[config.mk]
export PLATFORM = sky130hd
export DESIGN_NAME = ring_slot_sequencer
export DESIGN_NICKNAME = d
export VERILOG_FILES = /design/src/rtl/ring_seq_pkg.sv /design/src/rtl/ring_phase_ctl.sv /design/src/rtl/ring_slot_store.sv /design/src/rtl/ring_next_word.sv /design/src/rtl/ring_slot_sequencer.sv
export SDC_FILE = /design/constraint.sdc
export NUM_CORES = 1
export LEC_CHECK = 0
export CORE_UTILIZATION = 40
export DETAILED_ROUTE_END_ITERATION = 10
export PLACE_DENSITY_LB_ADDON = 0.3
export SYNTH_ARGS = -nofsm -noshare
export SYNTH_HDL_FRONTEND = slang
export SYNTH_SLANG_ARGS = --single-unit
[constraint.sdc]
create_clock -name clk -period 2.8 [get_ports clk]
set_clock_uncertainty 0.2 [all_clocks]
set_input_delay 0.28 -clock clk [delete_from_list [all_inputs] [get_ports clk]]
set_output_delay 0.28 -clock clk [all_outputs]
set_load 0.02 [all_outputs]
[src/rtl/ring_seq_pkg.sv]
`timescale 1ns/1ps
package ring_seq_pkg;
    localparam int SLOT_AW = 4;
    localparam int STATE_W = 4;
    localparam int CNT_W   = 8;
    localparam int HOST_W  = SLOT_AW + CNT_W + STATE_W;
    localparam int SLOTS   = 1 << SLOT_AW;

    typedef enum logic [1:0] {
        PH0 = 2'd0,
        PH1 = 2'd1,
        PH2 = 2'd2,
        PH3 = 2'd3
    } phase_e;

    typedef struct packed {
        logic [STATE_W-1:0] state;
        logic [CNT_W-1:0]   cnt;
    } slot_t;

    typedef struct packed {
        logic [SLOT_AW-1:0] addr;
        logic [CNT_W-1:0]   cnt;
        logic [STATE_W-1:0] state;
    } host_t;

    function automatic phase_e phase_after(input phase_e p);
        case (p)
            PH1:     return PH0;
            PH0:     return PH3;
            PH3:     return PH2;
            default: return PH1;
        endcase
    endfunction

    function automatic logic cnt_is_zero(input logic [CNT_W-1:0] c);
        return c == '0;
    endfunction
endpackage

[src/rtl/ring_phase_ctl.sv]
`timescale 1ns/1ps
module ring_phase_ctl
    import ring_seq_pkg::*;
(
    input  logic   clk,
    input  logic   rst,
    input  logic   run,
    output phase_e phase_o
);
    always_ff @(posedge clk) begin
        if (rst) begin
            phase_o <= PH1;
        end else if (!run) begin
            phase_o <= PH0;
        end else begin
            phase_o <= phase_after(phase_o);
        end
    end
endmodule

[src/rtl/ring_slot_store.sv]
`timescale 1ns/1ps
module ring_slot_store
    import ring_seq_pkg::*;
#(
    parameter int AW = SLOT_AW
) (
    input  logic          clk,
    input  logic          rst,
    input  logic          wr_en,
    input  logic [AW-1:0] wr_addr,
    input  slot_t         wr_data,
    input  logic [AW-1:0] rd_addr,
    output slot_t         rd_data
);
    localparam int DEPTH = 1 << AW;

    slot_t             mem [DEPTH];
    logic [DEPTH-1:0]  wr_hit;

    for (genvar s = 0; s < DEPTH; s++) begin : g_hit
        assign wr_hit[s] = wr_en && (wr_addr == AW'(s));
    end

    always_ff @(posedge clk) begin
        for (int s = 0; s < DEPTH; s++) begin
            if (rst) begin
                mem[s] <= '0;
            end else if (wr_hit[s]) begin
                mem[s] <= wr_data;
            end
        end
    end

    assign rd_data = mem[rd_addr];
endmodule

[src/rtl/ring_next_word.sv]
`timescale 1ns/1ps
module ring_next_word
    import ring_seq_pkg::*;
(
    input  logic               load_active,
    input  slot_t              ring,
    input  host_t              host,
    input  logic [STATE_W-1:0] dec_state,
    input  logic               dec_req,
    output slot_t              nxt
);
    always_comb begin
        if (load_active) begin
            nxt.state = host.state;
            nxt.cnt   = ring.cnt + host.cnt;
        end else begin
            nxt.state = dec_state;
            nxt.cnt   = ring.cnt - CNT_W'(dec_req);
        end
    end
endmodule

[src/rtl/ring_slot_sequencer.sv]
`timescale 1ns/1ps
module ring_slot_sequencer
    import ring_seq_pkg::*;
(
    input  logic               clk,
    input  logic               rst,
    input  logic               run,
    input  logic               host_load,
    input  logic [HOST_W-1:0]  host_word,
    input  logic [STATE_W-1:0] dec_state,
    input  logic               dec_req,
    input  logic               dec_set_wake,
    output logic [1:0]         phase_o,
    output logic [SLOT_AW-1:0] ptr_o,
    output logic [STATE_W-1:0] ring_state_o,
    output logic [CNT_W-1:0]   ring_cnt_o,
    output logic               ring_zero_o,
    output logic               wake_req_o
);
    phase_e             phase;
    logic [SLOT_AW-1:0] ptr_q;
    host_t              host_q;
    logic               new_cmd;
    logic               load_flag;
    logic               dly_load;
    slot_t              work_q;
    slot_t              ring_q;
    logic               ring_zero_q;
    logic               wake_q;
    slot_t              rd_data;
    slot_t              nxt;
    logic               wr_en;
    logic [SLOT_AW-1:0] wr_addr;
    logic [SLOT_AW-1:0] rd_addr;

    ring_phase_ctl u_phase (
        .clk     (clk),
        .rst     (rst),
        .run     (run),
        .phase_o (phase)
    );

    // Phase 1 writes back the sweep slot; phase 3 writes the host slot.
    always_comb begin
        wr_en   = 1'b0;
        wr_addr = host_q.addr;
        if (run && phase == PH1) begin
            wr_en   = !dly_load;
            wr_addr = ptr_q;
        end else if (run && phase == PH3) begin
            wr_en   = dly_load;
        end
    end

    assign rd_addr = (phase == PH0) ? ptr_q : host_q.addr;

    ring_slot_store #(.AW(SLOT_AW)) u_store (
        .clk     (clk),
        .rst     (rst),
        .wr_en   (wr_en),
        .wr_addr (wr_addr),
        .wr_data (work_q),
        .rd_addr (rd_addr),
        .rd_data (rd_data)
    );

    ring_next_word u_next (
        .load_active (load_flag),
        .ring        (ring_q),
        .host        (host_q),
        .dec_state   (dec_state),
        .dec_req     (dec_req),
        .nxt         (nxt)
    );

    always_ff @(posedge clk) begin
        if (rst) begin
            ptr_q       <= '0;
            host_q      <= '0;
            new_cmd     <= 1'b0;
            load_flag   <= 1'b0;
            dly_load    <= 1'b0;
            work_q      <= '0;
            ring_q      <= '0;
            ring_zero_q <= 1'b1;
            wake_q      <= 1'b0;
        end else begin
            if (!run) begin
                new_cmd <= 1'b1;
                wake_q  <= 1'b0;
            end else begin
                case (phase)
                    PH1: ptr_q <= ptr_q + SLOT_AW'(1);
                    PH0: begin
                        dly_load    <= load_flag;
                        load_flag   <= 1'b0;
                        work_q      <= nxt;
                        ring_q      <= rd_data;
                        ring_zero_q <= cnt_is_zero(rd_data.cnt);
                    end
                    PH2: begin
                        work_q      <= nxt;
                        ring_q      <= rd_data;
                        ring_zero_q <= cnt_is_zero(rd_data.cnt);
                        if (new_cmd) begin
                            load_flag <= 1'b1;
                            new_cmd   <= 1'b0;
                        end
                        if (dec_set_wake) begin
                            wake_q <= 1'b1;
                        end
                    end
                    default: ;
                endcase
            end
            if (host_load) begin
                host_q  <= host_t'(host_word);
                new_cmd <= 1'b1;
            end
        end
    end

    assign phase_o      = phase;
    assign ptr_o        = ptr_q;
    assign ring_state_o = ring_q.state;
    assign ring_cnt_o   = ring_q.cnt;
    assign ring_zero_o  = ring_zero_q;
    assign wake_req_o   = wake_q;
endmodule

==> results of run 1 <==
-- state kept, by name, summed over array words and instances, names as in the netlist, 2 cells and up --
| signal | cells |
|---|---|
| work_q | 12 |
| u_phase.phase_o | 2 |
| ring_state_o | 4 |
| ptr_o | 4 |
| u_store.mem | 192 |
| host_q | 16 |
| ring_cnt_o | 8 |
-- worst paths after layout --
kind                 endpoint  slack [ns]  depth (start not counted)
setup / recovery  ring_zero_o        0.01                         10
hold / removal      host_q[7]        0.16                          3
setup reg to reg  ring_zero_o        0.01                         10
hold reg to reg    wake_req_o        0.27                          2
-- cell usage in the layout, fill, tap and decap left out, drive strengths merged, types with 3 or more instances in the layout --
cell type and n:
mux2 4, clkdlybuf4s50 44, mux4 43, clkbuf 33, nand3 8, or2 4
a21oi 29, nor3b 3, inv 12, clkinv 11, a311oi 4, a31oi 8
o21bai 16, clkinvlp 3, and3 6, and2 194, o21ai 10, a21o 3
bufinv 3, mux2i 39, nand2b 6, a22oi 3, xnor2 5, ha 13
nor3 5, buf 114, edfxtp 192, dfxtp 51, a211oi 6, nor2 60
nand2 70
-- timing repair --
| item | in CTS | in global routing |
|---|---|---|
| setup endpoints to repair | 56 | 158 |
| hold endpoints to repair | 3 | 0 |
| buffers inserted | 0 | 13 |
| gates cloned | 1 | 2 |
| gates resized for setup | 13 | 49 |
| hold buffers | 1 | 0 |
| pin swaps | 0 | 17 |
-- cells by family after synthesis --
| family | after synthesis | share of synthesized area [%] |
|---|---|---|
| flops | 243 | 59.9 |
| compound gates | 88 | 5.10 |
| fa+ha+maj | 14 | 1.61 |
| xor+xnor | 7 | 0.541 |
| buf+inv | 70 | 2.87 |
| simple gates | 366 | 17.3 |
| mux | 86 | 12.7 |
-- area by class of cell --
type	count	area (um^2)	area share, %
clock buffer	31	691	4.90
timing repair buffer	161	1510	10.7
multi-input combinational	561	4430	31.4
clock inverter	18	174	1.23
tap	378	473	3.35
inverter	11	41.3	0.293
antenna	1	2.50	0.0177
sequential	243	6790	48.1
-- Yosys cell counts, types with 2 or more instances --
library cell  number
o21ai_0            8
a211oi_1           5
inv_1             11
o21bai_1          16
a31oi_1            8
nor3b_1            3
nor3_1             5
buf_4              2
a22oi_1            2
edfxtp_1         192
dfxtp_1           51
mux4_1             4
mux2i_1           37
or2_2              4
a21oi_1           29
o21ai_1            2
clkbuf_1          47
o22ai_1            2
mux2_2             4
xnor2_1            5
ha_1              13
o21a_1             2
xor2_1             2
nand2b_1           6
and2_1           194
mux4_2            39
o221ai_1           2
and3_1             6
a21o_1             3
nor2b_1            2
or3_1              2
nand4b_1           2
nand3_1            8
buf_2              4
nand2_1           70
a311oi_1           4
nor2_1            60
buf_6              3
-- layer usage --
layer | wire (um) | vias to the layer above | part of all wire [%] | track usage (%)
met4 | 605 | 0 | 2.1 | 5.91
met5 | 0 | - | 0 | 0
met3 | 1550 | 41 | 5.4 | 2.74
li1 | - | 3401 | - | -
met2 | 13800 | 187 | 49 | 32.9
met1 | 12500 | 3551 | 44 | 27.0
-- power breakdown --
| group | switching, mW | internal, mW | leakage [nW] | total [mW] |
|---|---|---|---|---|
| Combinational | 0.511 | 0.528 | 2.55 | 1.04 |
| Clock | 1.45 | 2.05 | 0.421 | 3.49 |
| Sequential | 0.134 | 4.03 | 2.40 | 4.17 |
-- stage by stage --
| stage | setup TNS [ns] | hold WS (ns) | utilization (%) |
|---|---|---|---|
| floorplan | 0 | 0.225 | - |
| global placement | -4.07 | 0.249 | 46.0 |
| detailed placement | -5.05 | 0.260 | 46.0 |
| CTS | -1.45 | 0.152 | 49.4 |
| global route | -3.58 | 0.158 | 50.6 |
| finish | 0 | 0.163 | 50.6 |
-- critical path, delay by kind of cell, from the launching register on --
kind / cells / cell delay (ns)
AO/OA/AOI/OAI: 2 / 0.38
multiplexers: 2 / 0.80
flip-flops: 1 / 0.32
adder cells (fa/ha/maj): 1 / 0.17
buffers and inverters: 3 / 0.38
AND/OR/NAND/NOR: 2 / 0.48
==> flow_summary_export.csv, run 1 <==
group,metric,value,unit
setup_path,end_kind,"flip-flop",
synthesis,synth_seq_cells,243,
synthesis,ys_types,53,
die,dieArea,29000,um^2
power,power.density,617,nW/um^2
setup_path,cpMaxStageDelayCell,"mux4_2",
placement,dp_hpwl,18700,um
synthesis,netlist_instances,874,
clocking,htree_levels,1,
clocking,clk_latency,0.53,ns
clocking,cts_tree,"done",
placement,place.gp.congestion,0.850,
routing,first_iter_violations,523,
placement,numPortBuffers,45,
clocking,clock_sinks,243,
final_layout,syn2layout_area_growth,24.5,%
routing,vias,7180,
clocking,cts_root_buffer,"clkbuf_16",
routing,routed_via_density,5.11,
synthesis,yosysSeqAreaShare,59.9,%
grt,grt_pass1_wl,42600,um
routing,drt-total-wl,28400,um
power,p_leak,5.37,nW
timing,setup_viol,0,
final_layout,nFillCells,2383,
synthesis,synth_area_leaders,"edfxtp_1, and2_1, dfxtp_1, mux4_2, mux2i_1",
setup_path,cp-startpoint,"u_phase.phase_o[1]",
synthesis,ys.flop_type,"edfxtp_1",
synthesis,async_flop_share,0,%
timing,fmax,359,MHz
timing,hold_viol,0,
placement,placed_cell_area,12800,um^2
synthesis,syn_nets,914,
placement,dp.cells,1337,
power,ir_drop,0.000492,V
die,die_y,170,um
grt,grt_pass1_vias,7101,
timing,slew_viol_final,0,
die,ioPinCount,46,
grt,grt-ovfl-total,0,
setup_path,critPathArrivalTime,3.05,ns
setup_path,cp-start-kind,"flip-flop",
grt,grt_max_degree,49,
routing,drt_pass1_iterations,5,
worst_hold_path,worstHoldPathType,"in2reg",
synthesis,yosys.area.top_type,"edfxtp_1",
timing,tightest_slew,0.892,ns
timing,post-route-min-period,2.79,ns
setup_path,path_class,"reg2reg",
status,outcome,"complete, no violations",
final_layout,design_area,14100,um^2
synthesis,yosysWarningCount,0,
final_layout,nNetsFinal,1045,
flow_run,drv_cap,0,
routing,wl_per_cell,20.2,um
setup_path,required,3.07,ns
timing,layout_setup_ws,0.0111,ns
power,power,8.70,mW
die,start_util,40.7,%
setup_path,r2r-start,"u_phase.phase_o[1]",
die,num_rows,61,
synthesis,synth_top_cell_area_share,50.9,%
worst_hold_path,min_from,"host_word[7]",
setup_path,crit_chain,"inv_2 -> ha_4 -> mux2i_4 -> buf_6 -> clkbuf_16 -> mux4_2 -> a22oi_2 -> nand3_2 -> or3_1 -> o21ai_1",
die,die_w,170,um
clocking,clk_path_buf_depth,3,
setup_path,cp_max_fo,6,
synthesis,syn_area,11300,um^2
timing,slew_headroom,40.5,%
synthesis,synth_edf_count,192,
grt,track_usage,19.8,%
synthesis,syn_avg_cell_area,13.0,um^2
grt,grt_antenna_before_repair,0,
clocking,cts_buffers,27,
placement,place_ws,-0.205,ns
final_layout,final-instance-count-excl-fill,1404,
final_layout,drive_above_1_share,24.9,%
die,coreArea,27900,um^2
clocking,clk_pin_slew,0.06,ns
timing,fin_crit_sh,99.6,%
setup_path,max_stage_delay,0.52,ns
timing,rsz0062_at_grt,"yes",
routing,drc_errors,0,
routing,ant_nets,0,
No activity file was read; power rests on OpenSTA's default activity.
==> inputs of run 2 (changes only) <==
Settings changed: CORE_ASPECT_RATIO set to 0.7.
==> run 2 against run 1 <==
  * Final cell count decreased by 2.4%
  * Cell area is 3.5% lower
  * Sequential share of layout area grew 1.7 points
  * First-iteration DRC count grew 22%
  * Routed wire length rose by 2.0%
  * Critical path depth grew 2
  * Critical endpoint unchanged
  * Utilization down 1.7 points
  * Sequential power about the same
  * Clock power is 16% lower
  * Combinational power is essentially flat
  * Critical path type unchanged
==> flow_summary_export.csv, run 2 (synthesized netlist as in run 1, its figures left out) <==
group,metric,value,unit
timing,post-route-min-period,2.76,ns
placement,dp.cells,1317,
timing,fin_crit_sh,98.6,%
die,ioPinCount,46,
grt,grt_pass1_vias,6750,
clocking,clk_path_buf_depth,3,
grt,grt_max_degree,51,
setup_path,worst-path-buf-inv,5,
routing,drc_errors,0,
power,power,8.10,mW
timing,hold_viol,0,
clocking,cts_buffers,23,
setup_path,path_delay_family,"multiplexers",
final_layout,final_cell_mix,"and2_1, edfxtp_1, buf_4, nand2_1, nor2_1",
routing,drt-total-wl,29000,um
power,p_switching,1.98,mW
setup_path,crit_top_cell,"buf_12",
final_layout,nFillCells,2483,
setup_path,end_kind,"flip-flop",
timing,slew_viol_final,0,
die,die_w,203,um
setup_path,critPathArrivalTime,3.02,ns
clocking,clock_sinks,243,
setup_path,crit_chain,"inv_2 -> ha_4 -> mux2i_4 -> buf_12 -> buf_12 -> buf_16 -> buf_4 -> mux4_2 -> nand4_1 -> o211a_1 -> nand4b_1 -> o21ai_1",
routing,wl_met3,1970,um
power,ir_drop,0.000435,V
grt,grt_antenna_before_repair,1,
final_layout,antenna_cells,0,
power,p_seq_share,51.4,%
routing,first_iter_violations,639,
routing,routed_via_density,5.29,
power,p_leak,5.18,nW
routing,drt-met1-wl,14200,um
worst_hold_path,worstHoldPathType,"in2reg",
die,start_util,40.7,%
worst_hold_path,hold_depth,3,
final_layout,multi_input_area,4310,um^2
power,p_clk_share,36.0,%
final_layout,design_area,13600,um^2
grt,grt_pass1_wl,42400,um
routing,drt_pass1_iterations,5,
power,switching_share,24.5,%
final_layout,final-instance-count-excl-fill,1370,
setup_path,cp-start-kind,"flip-flop",
final_layout,top_regs,"u_store.mem (192), host_q (16), work_q (12)",
final_layout,seq_area,6790,um^2
setup_path,max_stage_delay,0.55,ns
clocking,cts_tree,"done",
timing,setup_viol,0,
final_layout,drive_above_1_share,21.2,%
status,outcome,"complete, no violations",
setup_path,crit_cells,12,
flow_run,drv_cap,0,
die,coreArea,27800,um^2
placement,dp_hpwl,19500,um
routing,wl_per_cell,21.1,um
final_layout,syn2layout_area_growth,20.2,%
clocking,clk_pin_slew,0.07,ns
routing,met2WireLength,12300,um
die,die_y,143,um
timing,rsz0062_at_grt,"yes",
grt,grt-ovfl-total,0,
timing,tightest_slew,0.866,ns
power,cellInternalPower,6.11,mW
clocking,clk_latency,0.52,ns
final_layout,largest_reg_flops,192,
routing,vias,7242,
clocking,cts_root_buffer,"clkbuf_16",
clocking,htree_levels,1,
die,num_rows,51,
power,power.density,595,nW/um^2
routing,ant_nets,0,
power,combPwrFrac,12.5,%
setup_path,cpMaxStageDelayCell,"mux4_2",
clocking,hold_buffers,0,
final_layout,nNetsFinal,1025,
setup_path,cp_max_fo,8,
final_layout,final_common_cell,"and2_1",
routing,highest_layer,"met5",
final_layout,max_flop_register,"u_store.mem",
grt,track_usage,19.9,%
setup_path,ff2ff_path_depth,12,
placement,numPortBuffers,45,
die,dieArea,29000,um^2
timing,slew_headroom,42.2,%
placement,placed_cell_area,12700,um^2
setup_path,required,3.06,ns
placement,place.gp.congestion,0.889,
setup_path,path_class,"reg2reg",
timing,fmax,362,MHz
## run 2: cell types whose count changed in the layout (fill, tap and decap cells not counted), sizes merged
cell / previous run / this run
buf: 114 / 99
clkbuf: 33 / 30
bufinv: 3 / 1
clkinv: 11 / 9
clkinvlp: 3 / 1
diode: 1 / 0
dlygate4sd3: 1 / 0
inv: 12 / 11
## run 2: power by group through the flow
stage	logic [mW]	clock network [mW]	registers [mW]
floorplan	0.546	0	4.18
global placement	0.926	0	4.23
detailed placement	0.928	0	4.24
CTS	0.940	2.97	4.16
global route	1.09	3.08	4.18
finish	1.01	2.92	4.16
## run 2: stage by stage
step | util, % | setup TNS (ns) | setup slack [ns] | hold WS (ns)
finish | 48.9 | 0 | 0.0399 | 0.168
global route | 48.9 | -0.0642 | -0.0614 | 0.185
CTS | 48.2 | 0 | 0.00628 | 0.154
detailed placement | 45.6 | -0.343 | -0.255 | 0.273
global placement | 45.6 | -0.259 | -0.190 | 0.262
floorplan | - | 0 | 0.0251 | 0.225
## run 2: worst reg2reg max path, delay by kind of cell (launching register included)
family,cells,cell delay [ns]
buffers and inverters,5,0.62
muxes,2,0.81
DFF,1,0.32
adders and majority gates,1,0.16
and+or+nand+nor,2,0.23
AOI/OAI and AO/OA,2,0.35
## run 2: metal layers
| layer | up-vias | track usage [%] |
|---|---|---|
| met2 | 203 | 28.0 |
| met3 | 47 | 4.47 |
| met4 | 2 | 4.43 |
| met1 | 3637 | 30.7 |
| li1 | 3353 | - |
| met5 | - | 0 |
## run 2: worst paths after layout
check | slack [ns] | from | endpoint
max | 0.04 | u_phase.phase_o[1] | ring_zero_o
max reg2reg | 0.04 | u_phase.phase_o[1] | ring_zero_o
min reg2reg | 0.29 | ring_cnt_o[5] | ring_cnt_o[5]
min | 0.17 | host_word[6] | host_q[6]
## run 2: layout make-up
| class | count | area share (%) |
|---|---|---|
| clock buffers | 28 | 4.36 |
| well taps | 371 | 3.41 |
| multi-input cells | 561 | 31.7 |
| flip-flops and latches | 243 | 49.9 |
| clock inverters | 11 | 0.588 |
| inverters | 11 | 0.303 |
| repair buffers | 145 | 9.79 |
## run 2: timing repair
action | 4_1_cts | 5_1_grt
endpoints found under the setup margin | 27 | 48
resized for setup | 6 | 24
setup buffers | 0 | 12
pin swaps | 0 | 9
gates cloned | 0 | 2
endpoints found under the hold margin | 0 | 0
